[config.mk]
export PLATFORM = sky130hd
export DESIGN_NAME = bdc_ascii_conv
export DESIGN_NICKNAME = d
export VERILOG_FILES = /design/src/rtl/bdc_pkg.sv /design/src/rtl/bdc_scale.sv /design/src/rtl/bdc_digits.sv /design/src/rtl/bdc_ctrl.sv /design/src/rtl/bdc_ascii_conv.sv
export SDC_FILE = /design/constraint.sdc
export NUM_CORES = 1
export LEC_CHECK = 0
export CAP_MARGIN = 20
export CORE_MARGIN = 2
export CORE_UTILIZATION = 57
export DETAILED_ROUTE_END_ITERATION = 6
export GPL_ROUTABILITY_DRIVEN = 0
export PLACE_DENSITY_LB_ADDON = 0.25
export SYNTH_ARGS = -nofsm -noshare
export SYNTH_HDL_FRONTEND = slang
export SYNTH_SLANG_ARGS = --single-unit
[constraint.sdc]
create_clock -name clk -period 3.7 [get_ports clk]
set_input_delay 0.37 -clock clk [delete_from_list [all_inputs] [get_ports clk]]
set_output_delay 0.37 -clock clk [all_outputs]
set_load 0.01 [all_outputs]
[src/rtl/bdc_pkg.sv]
package bdc_pkg;

  localparam int unsigned BDC_IN_W  = 64;
  localparam int unsigned BDC_NDIG  = 20;
  localparam int unsigned BDC_GUARD = 8;

  typedef enum logic [2:0] {
    ST_IDLE,
    ST_MUL,
    ST_ROUND,
    ST_EMIT,
    ST_FIN
  } bdc_state_e;

  // 10^n in a wide container; valid while 10^n < 2^256
  function automatic logic [255:0] pow10(input int unsigned n);
    logic [255:0] p;
    p = 256'd1;
    for (int unsigned i = 0; i < n; i++) p = p * 256'd10;
    return p;
  endfunction

  // decimal digit 0..9 to its ASCII code (0x30 + d)
  function automatic logic [7:0] digit_to_ascii(input logic [3:0] d);
    return 8'h30 + {4'h0, d};
  endfunction

endpackage

[src/rtl/bdc_scale.sv]
// Iterative scaling: acc = value * K, MSB of value first, one bit per cycle.
// frac_init is the product rounded upward to IN_W+GUARD fraction bits.
module bdc_scale #(
  parameter int unsigned IN_W  = bdc_pkg::BDC_IN_W,
  parameter int unsigned NDIG  = bdc_pkg::BDC_NDIG,
  parameter int unsigned GUARD = bdc_pkg::BDC_GUARD,
  localparam int unsigned FB   = IN_W + GUARD,
  localparam int unsigned FR_W = FB + 4
) (
  input  logic            clk,
  input  logic            load,
  input  logic [IN_W-1:0] value,
  input  logic            step,
  output logic [FR_W-1:0] frac_init
);

  localparam int unsigned KW  = IN_W + 1;
  localparam int unsigned PW  = 2 * IN_W + 1;
  localparam int unsigned CUT = IN_W - GUARD;
  localparam int unsigned TW  = PW - CUT;

  // ceil(2^(2*IN_W) / 10^(NDIG-1)): rounded up so the fraction never undershoots
  function automatic logic [KW-1:0] calc_k();
    logic [255:0] den;
    logic [255:0] num;
    den = bdc_pkg::pow10(NDIG - 1);
    num = 256'd1 << (2 * IN_W);
    num = (num + den - 256'd1) / den;
    return num[KW-1:0];
  endfunction

  localparam logic [KW-1:0] K = calc_k();

  logic [IN_W-1:0] xs;
  logic [PW-1:0]   acc;
  logic [TW:0]     rounded;
  logic            sticky;

  always_ff @(posedge clk) begin
    if (load) begin
      xs  <= value;
      acc <= '0;
    end else if (step) begin
      xs  <= xs << 1;
      acc <= (acc << 1) + (xs[IN_W-1] ? PW'(K) : '0);
    end
  end

  assign sticky    = |acc[CUT-1:0];
  assign rounded   = {1'b0, acc[PW-1:CUT]} + (TW+1)'(sticky);
  assign frac_init = FR_W'(rounded);

endmodule

[src/rtl/bdc_digits.sv]
// Fraction register: multiply by ten each emit, overflow nibble is the digit.
module bdc_digits #(
  parameter int unsigned IN_W  = bdc_pkg::BDC_IN_W,
  parameter int unsigned NDIG  = bdc_pkg::BDC_NDIG,
  parameter int unsigned GUARD = bdc_pkg::BDC_GUARD,
  localparam int unsigned FB   = IN_W + GUARD,
  localparam int unsigned FR_W = FB + 4
) (
  input  logic            clk,
  input  logic            rst,
  input  logic            load,
  input  logic [FR_W-1:0] frac_in,
  input  logic            emit,
  output logic [7:0]      out_char,
  output logic            out_valid
);

  function automatic logic [FR_W-1:0] mul10(input logic [FB-1:0] f);
    logic [FR_W-1:0] w;
    w = FR_W'(f);
    return (w << 3) + (w << 1);
  endfunction

  // largest leading digit: (2^IN_W - 1) / 10^(NDIG-1)
  function automatic logic [3:0] calc_lead_max();
    logic [255:0] q;
    q = ((256'd1 << IN_W) - 256'd1) / bdc_pkg::pow10(NDIG - 1);
    return q[3:0];
  endfunction

  localparam logic [3:0] LEAD_MAX = calc_lead_max();

  logic [FR_W-1:0] fr;
  logic [3:0]      cur_digit;

  assign cur_digit = fr[FR_W-1:FB];

  always_ff @(posedge clk) begin
    if (load)      fr <= frac_in;
    else if (emit) fr <= mul10(fr[FB-1:0]);
  end

  always_ff @(posedge clk) begin
    if (rst) begin
      out_valid <= 1'b0;
      out_char  <= 8'h00;
    end else begin
      out_valid <= emit;
      if (emit) out_char <= bdc_pkg::digit_to_ascii(cur_digit);
    end
  end

  // every extracted overflow nibble is a decimal digit
  a_r1_digit_range: assert property (@(posedge clk) disable iff (rst)
    emit |-> (cur_digit <= 4'd9));

  // the scaled value's integer part stays within the input width's range
  a_r6_lead_bound: assert property (@(posedge clk) disable iff (rst)
    load |-> (frac_in[FR_W-1:FB] <= LEAD_MAX));

endmodule

[src/rtl/bdc_ctrl.sv]
// Sequencer: accept, IN_W scaling steps, one rounding load, NDIG emits, done.
module bdc_ctrl #(
  parameter int unsigned IN_W = bdc_pkg::BDC_IN_W,
  parameter int unsigned NDIG = bdc_pkg::BDC_NDIG
) (
  input  logic clk,
  input  logic rst,
  input  logic start,
  output logic load_x,
  output logic step,
  output logic load_f,
  output logic emit,
  output logic last_emit,
  output logic done
);
  import bdc_pkg::*;

  localparam int unsigned CNT_MAX = (IN_W > NDIG) ? IN_W : NDIG;
  localparam int unsigned CW      = $clog2(CNT_MAX + 1);

  bdc_state_e    state;
  logic [CW-1:0] cnt;
  logic          mul_last;

  assign mul_last  = (state == ST_MUL) && (cnt == CW'(IN_W - 1));
  assign load_x    = (state == ST_IDLE) && start;
  assign step      = (state == ST_MUL);
  assign load_f    = (state == ST_ROUND);
  assign emit      = (state == ST_EMIT);
  assign last_emit = emit && (cnt == CW'(NDIG - 1));

  always_ff @(posedge clk) begin
    if (rst) begin
      state <= ST_IDLE;
      cnt   <= '0;
      done  <= 1'b0;
    end else begin
      done <= 1'b0;
      unique case (state)
        ST_IDLE:  if (start) begin state <= ST_MUL; cnt <= '0; end
        ST_MUL:   if (mul_last) begin state <= ST_ROUND; cnt <= '0; end
                  else cnt <= cnt + 1'b1;
        ST_ROUND: begin state <= ST_EMIT; cnt <= '0; end
        ST_EMIT:  if (last_emit) state <= ST_FIN;
                  else cnt <= cnt + 1'b1;
        ST_FIN:   begin done <= 1'b1; state <= ST_IDLE; end
        default:  state <= ST_IDLE;
      endcase
    end
  end

  // a start seen while busy never restarts the scaling sequence
  a_r4_start_ignored: assert property (@(posedge clk) disable iff (rst)
    (state != ST_IDLE && start) |=> !(state == ST_MUL && cnt == '0));

  // done comes exactly one cycle after the cycle holding the last byte
  a_r3_done_after_last: assert property (@(posedge clk) disable iff (rst)
    done |-> $past(last_emit, 2));

endmodule

[src/rtl/bdc_ascii_conv.sv]
module bdc_ascii_conv #(
  parameter int unsigned IN_W  = bdc_pkg::BDC_IN_W,
  parameter int unsigned NDIG  = bdc_pkg::BDC_NDIG,
  parameter int unsigned GUARD = bdc_pkg::BDC_GUARD
) (
  input  logic            clk,
  input  logic            rst,
  input  logic            start,
  input  logic [IN_W-1:0] value,
  output logic [7:0]      out_char,
  output logic            out_valid,
  output logic            done
);

  localparam int unsigned FR_W = IN_W + GUARD + 4;

  logic            load_x;
  logic            step;
  logic            load_f;
  logic            emit;
  logic            last_emit;
  logic [FR_W-1:0] frac_init;

  bdc_ctrl #(.IN_W(IN_W), .NDIG(NDIG)) u_ctrl (
    .clk(clk), .rst(rst), .start(start),
    .load_x(load_x), .step(step), .load_f(load_f), .emit(emit),
    .last_emit(last_emit), .done(done)
  );

  bdc_scale #(.IN_W(IN_W), .NDIG(NDIG), .GUARD(GUARD)) u_scale (
    .clk(clk), .load(load_x), .value(value), .step(step),
    .frac_init(frac_init)
  );

  bdc_digits #(.IN_W(IN_W), .NDIG(NDIG), .GUARD(GUARD)) u_digits (
    .clk(clk), .rst(rst), .load(load_f), .frac_in(frac_init),
    .emit(emit), .out_char(out_char), .out_valid(out_valid)
  );

  // valid bytes and the done pulse never overlap
  a_r3_valid_done_excl: assert property (@(posedge clk) disable iff (rst)
    !(out_valid && done));

  // the byte stream only ends by handing over to done
  a_r2_stream_contig: assert property (@(posedge clk) disable iff (rst)
    ($fell(out_valid) && !$past(rst)) |-> done);

  // reset clears the visible outputs at the next edge
  a_r5_reset_clears: assert property (@(posedge clk)
    rst |=> (!out_valid && !done));

endmodule

==> impl_metrics.ini <==
[timing]
setup_viol = 0
tightest_slew_ps = 1140
clock_skew_ps = 27.5
holdWs_ps = 443
timing.slew.headroom_pct = 24.3
hold_viol = 0
max_freq_ghz = 0.276
min_period_ps = 3630
post-route-period-util_pct = 98.1
rsz0062_at_grt = yes
maxSlewViolCount = 0

[die]
fp.dieH_um = 191
boundaryPins = 77
row_count = 68
core_area_mm2 = 0.0345
start_util_pct = 57.9
die_area_mm2 = 0.0366
die_w_um = 191

[global_routing]
grt_max_degree = 118
antenna_found_initial = 0
grt_pass1_wl_um = 87500
grt_pass1_vias = 17400
overflow = 0
grt.total_usage_pct = 29.0

[yosys]
synth.distinct_cells = 80
synthArstFlopShare_pct = 0
yosys_warnings = 0
synth_largest_area_cell = edfxtp_1
syn-cell-area_mm2 = 0.0200
synth_edf_count = 138
ys_ff_latch = 286
synth_top_area_share_pct = 20.7
synthCells = 2369
syn_avg_cell_area_um2 = 8.44
synth_area_leaders = edfxtp_1 (21%), dfxtp_1 (15%), ha_1 (6.8%)
synth_flop_cell = dfxtp_1
ys_seq_area_share_pct = 35.6

[detailed_routing]
drt_iter0_markers = 1635
wl_per_cell_um = 18.4
vias_per_cell = 6.21
drc = 1
dr.pass1.iters = 7
dr_total_vias = 18300
ant_nets = 0
drt-total-wl_um = 54200

[setup_path]
cp-start-kind = flop
crit_fanout = 4
cp-end-kind = flop
worstSetupPathType = flop to flop
cpPeakStageDelay_ps = 460
slowest_stage = edfxtp_1
required_ps = 4010
arrival_ps = 3930
worstPathCellList = ha_1 > o21ai_0 > o21bai_1 > a211oi_2 > buf_4 > o31ai_4 > o21ai_2 > a311o_1 > o41ai_4 > a21oi_1 > o41a_1 > xor2_1 > o21ai_1

[pwr]
peakVddDrop_uv = 611
power_frac_seq_pct = 41.4
switching_share_pct = 31.1
switching_power_w = 0.00301
powerDensity_mw_per_mm2 = 417
internal_power_w = 0.00667
pwr-share-clk_pct = 31.4
p_comb_share_pct = 27.2
p_leak_nw = 8.55

[cells_and_area]
drive_above_1_share_pct = 13.9
postLayoutCoreUtil_pct = 67.2
nNetsFinal = 2650
final_area_mm2 = 0.0232
layout_common_cells = nand2_1 (321), o21ai_0 (204), nor2_1 (171)
syn2layout_area_growth_pct = 16.2
nFillCells = 2768
final_common_cell = nand2_1
diodes = 0

[place]
io_buffers = 74
placed_area_mm2 = 0.0219
hpwl_um = 39500

[clock_tree]
clk_latency_ps = 580
cts_inserted_buffers = 30
cts_tree = yes
cts_root_buffer = clkbuf_16
htreeDepth = 1
cts_sinks = 286
clk_pin_slew_ps = 60
cts_buffer_depth = 3

[run]
maxCapViolations = 0

[run_status]
status = finished, violations left
violations = DRC

[worst_hold_path]
min_path_type = primary input to flop
==> path summary, 6_finish.rpt <==
| path | from | endpoint | slack (ps) | cells past startpoint |
|---|---|---|---|---|
| worst max-delay path | u_digits.fr[3]$_DFFE_PP_ | u_digits.fr[73]$_DFFE_PP_ | 70 | 13 |
| worst min-delay path | value[0] | u_scale.xs[0]$_SDFFCE_PN0P_ | 440 | 2 |
| worst max register to register | u_digits.fr[3]$_DFFE_PP_ | u_digits.fr[73]$_DFFE_PP_ | 70 | 13 |
| worst min register to register | u_digits.out_char[0]$_SDFFE_PP0P_ | u_digits.out_char[0]$_SDFFE_PP0P_ | 450 | 2 |
==> final cells by class <==
class	count	area, µm²	share of cell area (%)
Multi-Input combinational cell	1897	12500	53.7
Sequential cell	286	7110	30.6
Timing Repair Buffer	225	1960	8.45
Clock buffer	42	837	3.60
Tap cell	455	569	2.45
Clock inverter	14	145	0.625
Inverter	34	128	0.549
==> per-stage QoR <==
step	setup WS, ps	TNS, ps	std cells	power [W]
after detailed placement	-221	-2720	2884	0.00654
after floorplan	-94.7	-297	2370	0.00574
final	71.7	0	2953	0.00968
after CTS	-1.76	-1.76	2941	0.00958
after global placement	-68.8	-327	2884	0.00646
after global routing	-85.7	-294	2953	0.0101
==> metal layers <==
layer,vias to the layer above,GRT usage (%),wire (µm)
li1,8781,-,-
met1,8580,38.7,22700
met2,805,47.6,25200
met3,158,5.23,4550
met4,0,9.73,1810
met5,-,0,0
==> repair_timing <==
| item | CTS | global route |
|---|---|---|
| resized for setup | 7 | 35 |
| buffers inserted | 1 | 9 |
| endpoints found under the setup margin | 24 | 78 |
| gates cloned | 0 | 2 |
| hold buffers | 0 | 0 |
| pin swaps | 1 | 15 |
==> power groups by stage <==
| stage | registers (W) | clock network [W] | logic (W) |
|---|---|---|---|
| detailed placement | 0.00406 | 0 | 0.00249 |
| CTS | 0.00400 | 0.00307 | 0.00251 |
| finish | 0.00401 | 0.00304 | 0.00263 |
| global route | 0.00406 | 0.00318 | 0.00290 |
| global placement | 0.00404 | 0 | 0.00242 |
| floorplan | 0.00398 | 0 | 0.00177 |
==> cells in the mapped netlist (50+ instances only) <==
| library cell | instances |
|---|---|
| nor3_1 | 50 |
| nor2_1 | 175 |
| ha_1 | 108 |
| nand4_1 | 92 |
| nand3_1 | 58 |
| nand2_1 | 323 |
| xor2_1 | 127 |
| a21o_1 | 57 |
| o21ai_0 | 210 |
| xnor2_1 | 142 |
| edfxtp_1 | 138 |
| a21oi_1 | 158 |
| mux2_2 | 63 |
| clkbuf_1 | 143 |
| dfxtp_1 | 148 |
==> worst max-delay path: cells and delay by family (launching register included) <==
family,cells,cell delay (ps)
flops,1,460
compound gates,10,2250
fa+ha+maj,1,370
buf+inv,1,160
xor+xnor,1,140
==> cell families after synthesis <==
| logic type | count (synthesis) | synth area share [%] |
|---|---|---|
| AOI/OAI and AO/OA | 596 | 18.2 |
| adders and majority gates | 109 | 6.86 |
| buffers and inverters | 188 | 3.66 |
| xor gates and xnor gates | 269 | 11.8 |
| and+or+nand+nor | 855 | 20.3 |
| other | 1 | 0.0188 |
| DFF | 286 | 35.6 |
| muxes | 65 | 3.65 |
==> flip-flops by register name (all words and copies together) (netlist names) <==
name	count
u_digits.out_valid	1
u_scale.xs	64
u_scale.acc	129
u_ctrl.cnt	7
u_digits.fr	76
u_ctrl.done	1
u_ctrl.state	3
u_digits.out_char	5
Power figures use the tool's default switching activity.
